[src/rtl/fault_log_pkg.sv]
package fault_log_pkg;
    localparam int SYN_W = 16;
    localparam int FRM_W = 14;
    localparam int BYT_W = 11;
    localparam int BIT_W = 3;
    localparam int TYP_W = 2;
    localparam int MSG_W = SYN_W + FRM_W + BYT_W + BIT_W + TYP_W;

    typedef enum logic [TYP_W-1:0] {
        EK_NONE   = 2'b00,
        EK_SINGLE = 2'b01,
        EK_DOUBLE = 2'b10,
        EK_MULTI  = 2'b11
    } err_kind_e;

    // First member lands in the most significant bits.
    typedef struct packed {
        logic [SYN_W-1:0] syn;
        logic [FRM_W-1:0] frame;
        logic [BYT_W-1:0] byte_loc;
        logic [BIT_W-1:0] bit_loc;
        err_kind_e        kind;
    } err_msg_t;
endpackage

[src/rtl/fl_tick_gen.sv]
module fl_tick_gen #(
    parameter int DIV_LOG2 = 1
) (
    input  logic clk,
    input  logic rst_n,
    input  logic restart,
    output logic tick
);
    typedef struct packed {
        logic [DIV_LOG2-1:0] cnt;
    } tick_st_t;

    tick_st_t st_d, st_q;

    always_comb begin
        st_d = st_q;
        if (restart) st_d.cnt = '0;
        else         st_d.cnt = st_q.cnt + DIV_LOG2'(1);
    end

    assign tick = &st_q.cnt;

    always_ff @(posedge clk) begin
        if (!rst_n) st_q <= '0;
        else        st_q <= st_d;
    end
endmodule

[src/rtl/fl_flag_seq.sv]
module fl_flag_seq #(
    parameter int MIN_LOW = 32,
    localparam int FLW = $clog2(MIN_LOW + 1)
) (
    input  logic           clk,
    input  logic           rst_n,
    input  logic           restart,
    input  logic           tick,
    input  logic           fresh_set,
    output logic           flag,
    output logic [FLW-1:0] floor_cnt
);
    typedef struct packed {
        logic [FLW-1:0] floor;
        logic           fresh;
        logic           flag;
    } flag_st_t;

    flag_st_t st_d, st_q;
    logic     floor_done;

    assign floor_done = (st_q.floor == FLW'(MIN_LOW));

    always_comb begin
        st_d = st_q;
        if (restart) begin
            st_d = '0;
        end else begin
            if (tick && !floor_done) st_d.floor = st_q.floor + FLW'(1);
            if (fresh_set)           st_d.fresh = 1'b1;
            if (st_q.fresh && floor_done) st_d.flag = 1'b1;
        end
    end

    assign flag      = st_q.flag;
    assign floor_cnt = st_q.floor;

    always_ff @(posedge clk) begin
        if (!rst_n) st_q <= '0;
        else        st_q <= st_d;
    end
endmodule

[src/rtl/fl_msg_chain.sv]
module fl_msg_chain
    import fault_log_pkg::*;
(
    input  logic     clk,
    input  logic     rst_n,
    input  logic     res_valid,
    input  err_msg_t res_msg,
    input  logic     load_req,
    input  logic     shift_req,
    output logic     sdo,
    output logic     upd_wr,
    output err_msg_t emr_q,
    output err_msg_t upd_q
);
    typedef struct packed {
        err_msg_t         emr;
        logic             pend;
        err_msg_t         upd;
        logic [MSG_W-1:0] shr;
    } chain_st_t;

    chain_st_t st_d, st_q;
    err_msg_t  clean;
    logic      has_loc;

    assign has_loc = (res_msg.kind == EK_SINGLE) || (res_msg.kind == EK_DOUBLE);

    always_comb begin
        clean = res_msg;
        if (!has_loc) begin
            clean.frame    = '0;
            clean.byte_loc = '0;
            clean.bit_loc  = '0;
        end
    end

    // Holding stage write waits while the shift stage samples it.
    assign upd_wr = st_q.pend && !load_req;

    always_comb begin
        st_d = st_q;
        if (res_valid && (res_msg.syn != '0)) begin
            st_d.emr  = clean;
            st_d.pend = 1'b1;
        end else if (upd_wr) begin
            st_d.pend = 1'b0;
        end
        if (upd_wr) st_d.upd = st_q.emr;
        if (load_req)       st_d.shr = st_q.upd;
        else if (shift_req) st_d.shr = st_q.shr >> 1;
    end

    assign sdo   = st_q.shr[0];
    assign emr_q = st_q.emr;
    assign upd_q = st_q.upd;

    always_ff @(posedge clk) begin
        if (!rst_n) st_q <= '0;
        else        st_q <= st_d;
    end
endmodule

[src/rtl/fault_log_readout.sv]
module fault_log_readout
    import fault_log_pkg::*;
#(
    parameter int MIN_LOW  = 32,
    parameter int DIV_LOG2 = 1,
    localparam int FLW = $clog2(MIN_LOW + 1)
) (
    input  logic             clk,
    input  logic             rst_n,
    input  logic             frame_start,
    input  logic             res_valid,
    input  logic [SYN_W-1:0] res_syndrome,
    input  logic [FRM_W-1:0] res_frame,
    input  logic [BYT_W-1:0] res_byte,
    input  logic [BIT_W-1:0] res_bit,
    input  logic [TYP_W-1:0] res_kind,
    input  logic             rd_shift,
    input  logic             rd_en,
    output logic             crc_error,
    output logic             rd_data
);
    err_msg_t       res_msg;
    err_msg_t       emr_q;
    err_msg_t       upd_q;
    logic           tick;
    logic           upd_wr;
    logic           load_req;
    logic           shift_req;
    logic [FLW-1:0] floor_cnt;

    always_comb begin
        res_msg.syn      = res_syndrome;
        res_msg.frame    = res_frame;
        res_msg.byte_loc = res_byte;
        res_msg.bit_loc  = res_bit;
        res_msg.kind     = err_kind_e'(res_kind);
    end

    assign load_req  = rd_en && !rd_shift;
    assign shift_req = rd_en && rd_shift;

    fl_tick_gen #(.DIV_LOG2(DIV_LOG2)) u_tick (
        .clk     (clk),
        .rst_n   (rst_n),
        .restart (frame_start),
        .tick    (tick)
    );

    fl_flag_seq #(.MIN_LOW(MIN_LOW)) u_flag (
        .clk       (clk),
        .rst_n     (rst_n),
        .restart   (frame_start),
        .tick      (tick),
        .fresh_set (upd_wr),
        .flag      (crc_error),
        .floor_cnt (floor_cnt)
    );

    fl_msg_chain u_chain (
        .clk       (clk),
        .rst_n     (rst_n),
        .res_valid (res_valid),
        .res_msg   (res_msg),
        .load_req  (load_req),
        .shift_req (shift_req),
        .sdo       (rd_data),
        .upd_wr    (upd_wr),
        .emr_q     (emr_q),
        .upd_q     (upd_q)
    );
endmodule

[config.mk]
export PLATFORM = sky130hd
export DESIGN_NAME = fault_log_readout
export DESIGN_NICKNAME = d
export VERILOG_FILES = /design/src/rtl/fault_log_pkg.sv /design/src/rtl/fl_tick_gen.sv /design/src/rtl/fl_flag_seq.sv /design/src/rtl/fl_msg_chain.sv /design/src/rtl/fault_log_readout.sv
export SDC_FILE = /design/constraint.sdc
export NUM_CORES = 1
export LEC_CHECK = 0
export ABC_AREA = 1
export BUFFER_PORTS_ARGS = -buffer_cell sky130_fd_sc_hd__buf_2
export CAP_MARGIN = 30
export CORE_UTILIZATION = 41
export CTS_CLUSTER_SIZE = 30
export DETAILED_ROUTE_END_ITERATION = 12
export MAX_ROUTING_LAYER = met4
export PLACE_DENSITY = 0.59
export SLEW_MARGIN = 5
export SYNTH_ARGS = -nofsm -noshare
export SYNTH_HDL_FRONTEND = slang
export SYNTH_SLANG_ARGS = --single-unit
[constraint.sdc]
create_clock -name clk -period 1.1 [get_ports clk]
set_input_delay 0.11 -clock clk [delete_from_list [all_inputs] [get_ports clk]]
set_output_delay 0.11 -clock clk [all_outputs]
set_load 0.1 [all_outputs]
==> impl_metrics.py <==
metrics = {
    "worst_setup_path": {
        "critPathMaxFanout": 3,
        "cp-start-kind": "flip-flop",
        "cp_data_required_time_ns": 1.45,
        "crit_type": "reg2reg",
        "worstSetupEndpointType": "flip-flop",
        "crit_arrival_ns": 1.46,
    },
    "detailed_routing": {
        "firstDrtPassIters": 6,
        "avgViaCountPerCell": 5.01,
        "drtAntennaViolNets": 0,
        "drtIter0Drc": 443,
        "drc": 0,
        "totalWireLength_mm": 13.5,
        "wl_per_cell_um": 12.9,
        "vias": 5253,
    },
    "clock_network": {
        "htreeDepth": 4,
        "numCtsBuffers": 17,
        "clk_pin_slew_ns": 0.06,
        "clock_latency_ns": 0.42,
        "cts_tree": "built",
        "root_buffer": "clkbuf_16",
        "cts.sinks": 148,
        "clk_path_buf_depth": 2,
    },
    "logic_synthesis": {
        "synth_top_family_by_area": "compound AO/OA/AOI/OAI gates",
        "synthAdderAreaFrac_pct": 0.401,
        "synth_seq_cells": 148,
        "seq_area_frac_synth_pct": 47.5,
        "synth_mux_area_share_pct": 0,
        "yosys.area.top_type_share_pct": 47.5,
        "synth_cells": 816,
        "syn_avg_cell_area_um2": 7.65,
        "yosys-top-cells-area": "dfxtp_1 (47%), o211ai_1 (11%), nand2_1 (8.1%)",
        "ys_warn_count": 0,
        "synth_xor_area_share_pct": 0.421,
        "yosysUniqueCellTypes": 26,
        "syn-num-nets": 870,
        "synth_compound_area_share_pct": 23.0,
        "synth-simple-area-share_pct": 17.2,
        "synth_top_area_cell": "dfxtp_1",
        "synth_area_um2": 6240,
    },
    "timing": {
        "max-slew-margin-rel_pct": 61.8,
        "setup_ws_ns": -0.0101,
        "fin_skew_ns": 0.00421,
        "slew_viol_final": 0,
        "fin_hold_ws_ns": 0.0279,
        "hold_viol_final": 0,
        "fin_crit_sh_pct": 101,
        "post-route-min-period_ns": 1.11,
        "setup_viol": 2,
        "rsz0062_at_grt": "yes",
        "worst_pin_slew_ns": 0.573,
        "fmax_mhz": 901,
    },
    "layout": {
        "syn2layout_area_growth_pct": 20.9,
        "fin_nets": 906,
        "layoutNonFillerInstCount": 1048,
        "final_util_pct": 51.3,
        "antennaDiodeCount": 0,
        "drive_gt1_share_pct": 15.4,
    },
    "placement": {
        "post-place-cells": 1014,
        "port_buffers": 53,
        "place_hpwl_mm": 8.90,
        "place.gp.congestion": 0.794,
        "dp_worst_setup_slack_ns": -0.154,
    },
    "pwr": {
        "ir_drop_uv": 1030,
        "powerDensity_nw_per_um2": 1710,
        "power.leakage_nw": 3.29,
        "p_total_mw": 12.9,
    },
    "floorplan": {
        "ios": 54,
        "die_w_um": 125,
        "core_um2": 14700,
        "die_area_um2": 15700,
        "placementRows": 44,
        "die_h_um": 125,
        "initial_core_util_pct": 42.5,
    },
    "worst_hold_path": {
        "hold_class": "in2reg",
    },
    "run": {
        "drv_cap": 0,
    },
    "global_routing": {
        "grt_max_degree": 59,
        "grt_first_pass_wirelength_mm": 22.9,
        "grt_overflow": 0,
        "grt_usage_pct": 18.5,
        "grt_antenna_before_repair": 0,
        "grt_pass1_vias": 4831,
    },
    "outcome": {
        "violations": "negative setup slack",
        "outcome": "finished, violations left",
    },
}
-- area by class of cell --
cell class	count	area (um^2)
clock buffers	28	527
clock inverters	3	65.1
fillers	1407	7150
inverters	102	383
multi-input cells	499	2630
flip-flops and latches	148	2970
well taps	184	230
repair buffers	84	738
-- registers in the layout, summed over array words and instances, names as in the netlist --
signal,cells
u_chain.st_q,46
u_tick.tick,1
u_flag.floor_cnt,6
u_chain.upd_q,46
u_flag.st_q,1
u_chain.sdo,1
u_flag.flag,1
u_chain.emr_q,46
-- cells in the mapped netlist (all sizes together) --
library cell	number
dfxtp	148
nand2	136
inv	102
a21oi	100
o211ai	90
nor2	63
buf	49
o21ai	49
nand3	35
clkbuf	18
nand3b	16
ha	2
nand4	2
xor2	2
and2	1
and3	1
o21a	1
xnor2	1
-- path summary, 6_finish.rpt --
path | startpoint | to | slack, ns | cells past startpoint
max | u_flag.floor_cnt[0]$_SDFFE_PP0P_ | u_flag.floor_cnt[4]$_SDFFE_PP0P_ | -0.01 | 5
min | res_byte[0] | u_chain.emr_q[5]$_SDFFE_PN0P_ | 0.03 | 5
max reg2reg | u_flag.floor_cnt[0]$_SDFFE_PP0P_ | u_flag.floor_cnt[4]$_SDFFE_PP0P_ | -0.01 | 5
min reg2reg | u_chain.upd_q[7]$_SDFFE_PN0P_ | u_chain.upd_q[7]$_SDFFE_PN0P_ | 0.45 | 2
-- layout by cell type, fill, tap and decap left out, types with 2 or more instances in the layout --
cell type | netlist | final
xor2_1 | 2 | 2
bufinv_16 | 0 | 2
o21ai_2 | 1 | 5
buf_4 | 3 | 15
dfxtp_1 | 148 | 141
inv_1 | 101 | 99
clkbuf_1 | 18 | 5
o21ai_0 | 23 | 11
buf_12 | 0 | 17
clkbuf_8 | 0 | 6
o211ai_1 | 90 | 90
inv_2 | 1 | 3
clkbuf_16 | 0 | 18
nand3b_1 | 16 | 16
buf_2 | 28 | 50
nand2_1 | 135 | 133
nand3_1 | 35 | 35
nand2_2 | 1 | 2
o21ai_1 | 25 | 32
dfxtp_2 | 0 | 7
a21oi_1 | 100 | 99
nor2_1 | 63 | 61
-- layer usage --
layer	GRT usage (%)	vias to the layer above	share of wire, %
li1	-	2775	-
met5	-	-	0
met1	24.3	2376	51
met3	4.28	15	3.4
met4	6.24	0	1.3
met2	27.9	87	44
-- report_power, final --
group | switching, mW | internal [mW]
Combinational | 0.755 | 0.569
Clock | 2.04 | 3.69
Sequential | 0.174 | 5.71
Total | 2.97 | 9.97
-- worst max-delay path, stage by stage, from the launching register on --
cell and delay [ns]:
dfxtp_2 0.33, ha_1 0.22, nand3_1 0.10, xor2_1 0.16, nand3_1 0.08, a21oi_1 0.15
-- per-stage QoR --
stage	setup TNS (ns)	area (um^2)
CTS	0	7480
global route	-0.260	7550
global placement	-5.23	6860
floorplan	0	6260
finish	-0.0139	7550
detailed placement	-6.41	6860
-- what timing repair did --
item                                   CTS  global route
pin swaps                                4             4
buffers inserted                         0             1
setup endpoints to repair                7            18
resized for setup                        9            22
endpoints found under the hold margin    2             0
gates cloned                             0             1
hold buffers                             1             0
-- logic make-up after synthesis --
| kind of cell | after synthesis |
|---|---|
| AND/OR/NAND/NOR | 254 |
| AO/OA/AOI/OAI | 240 |
| buffers and inverters | 169 |
| flip-flops | 148 |
| XOR/XNOR | 3 |
| adder cells (fa/ha/maj) | 2 |
Note: power is estimated with default switching activity, not from simulation.
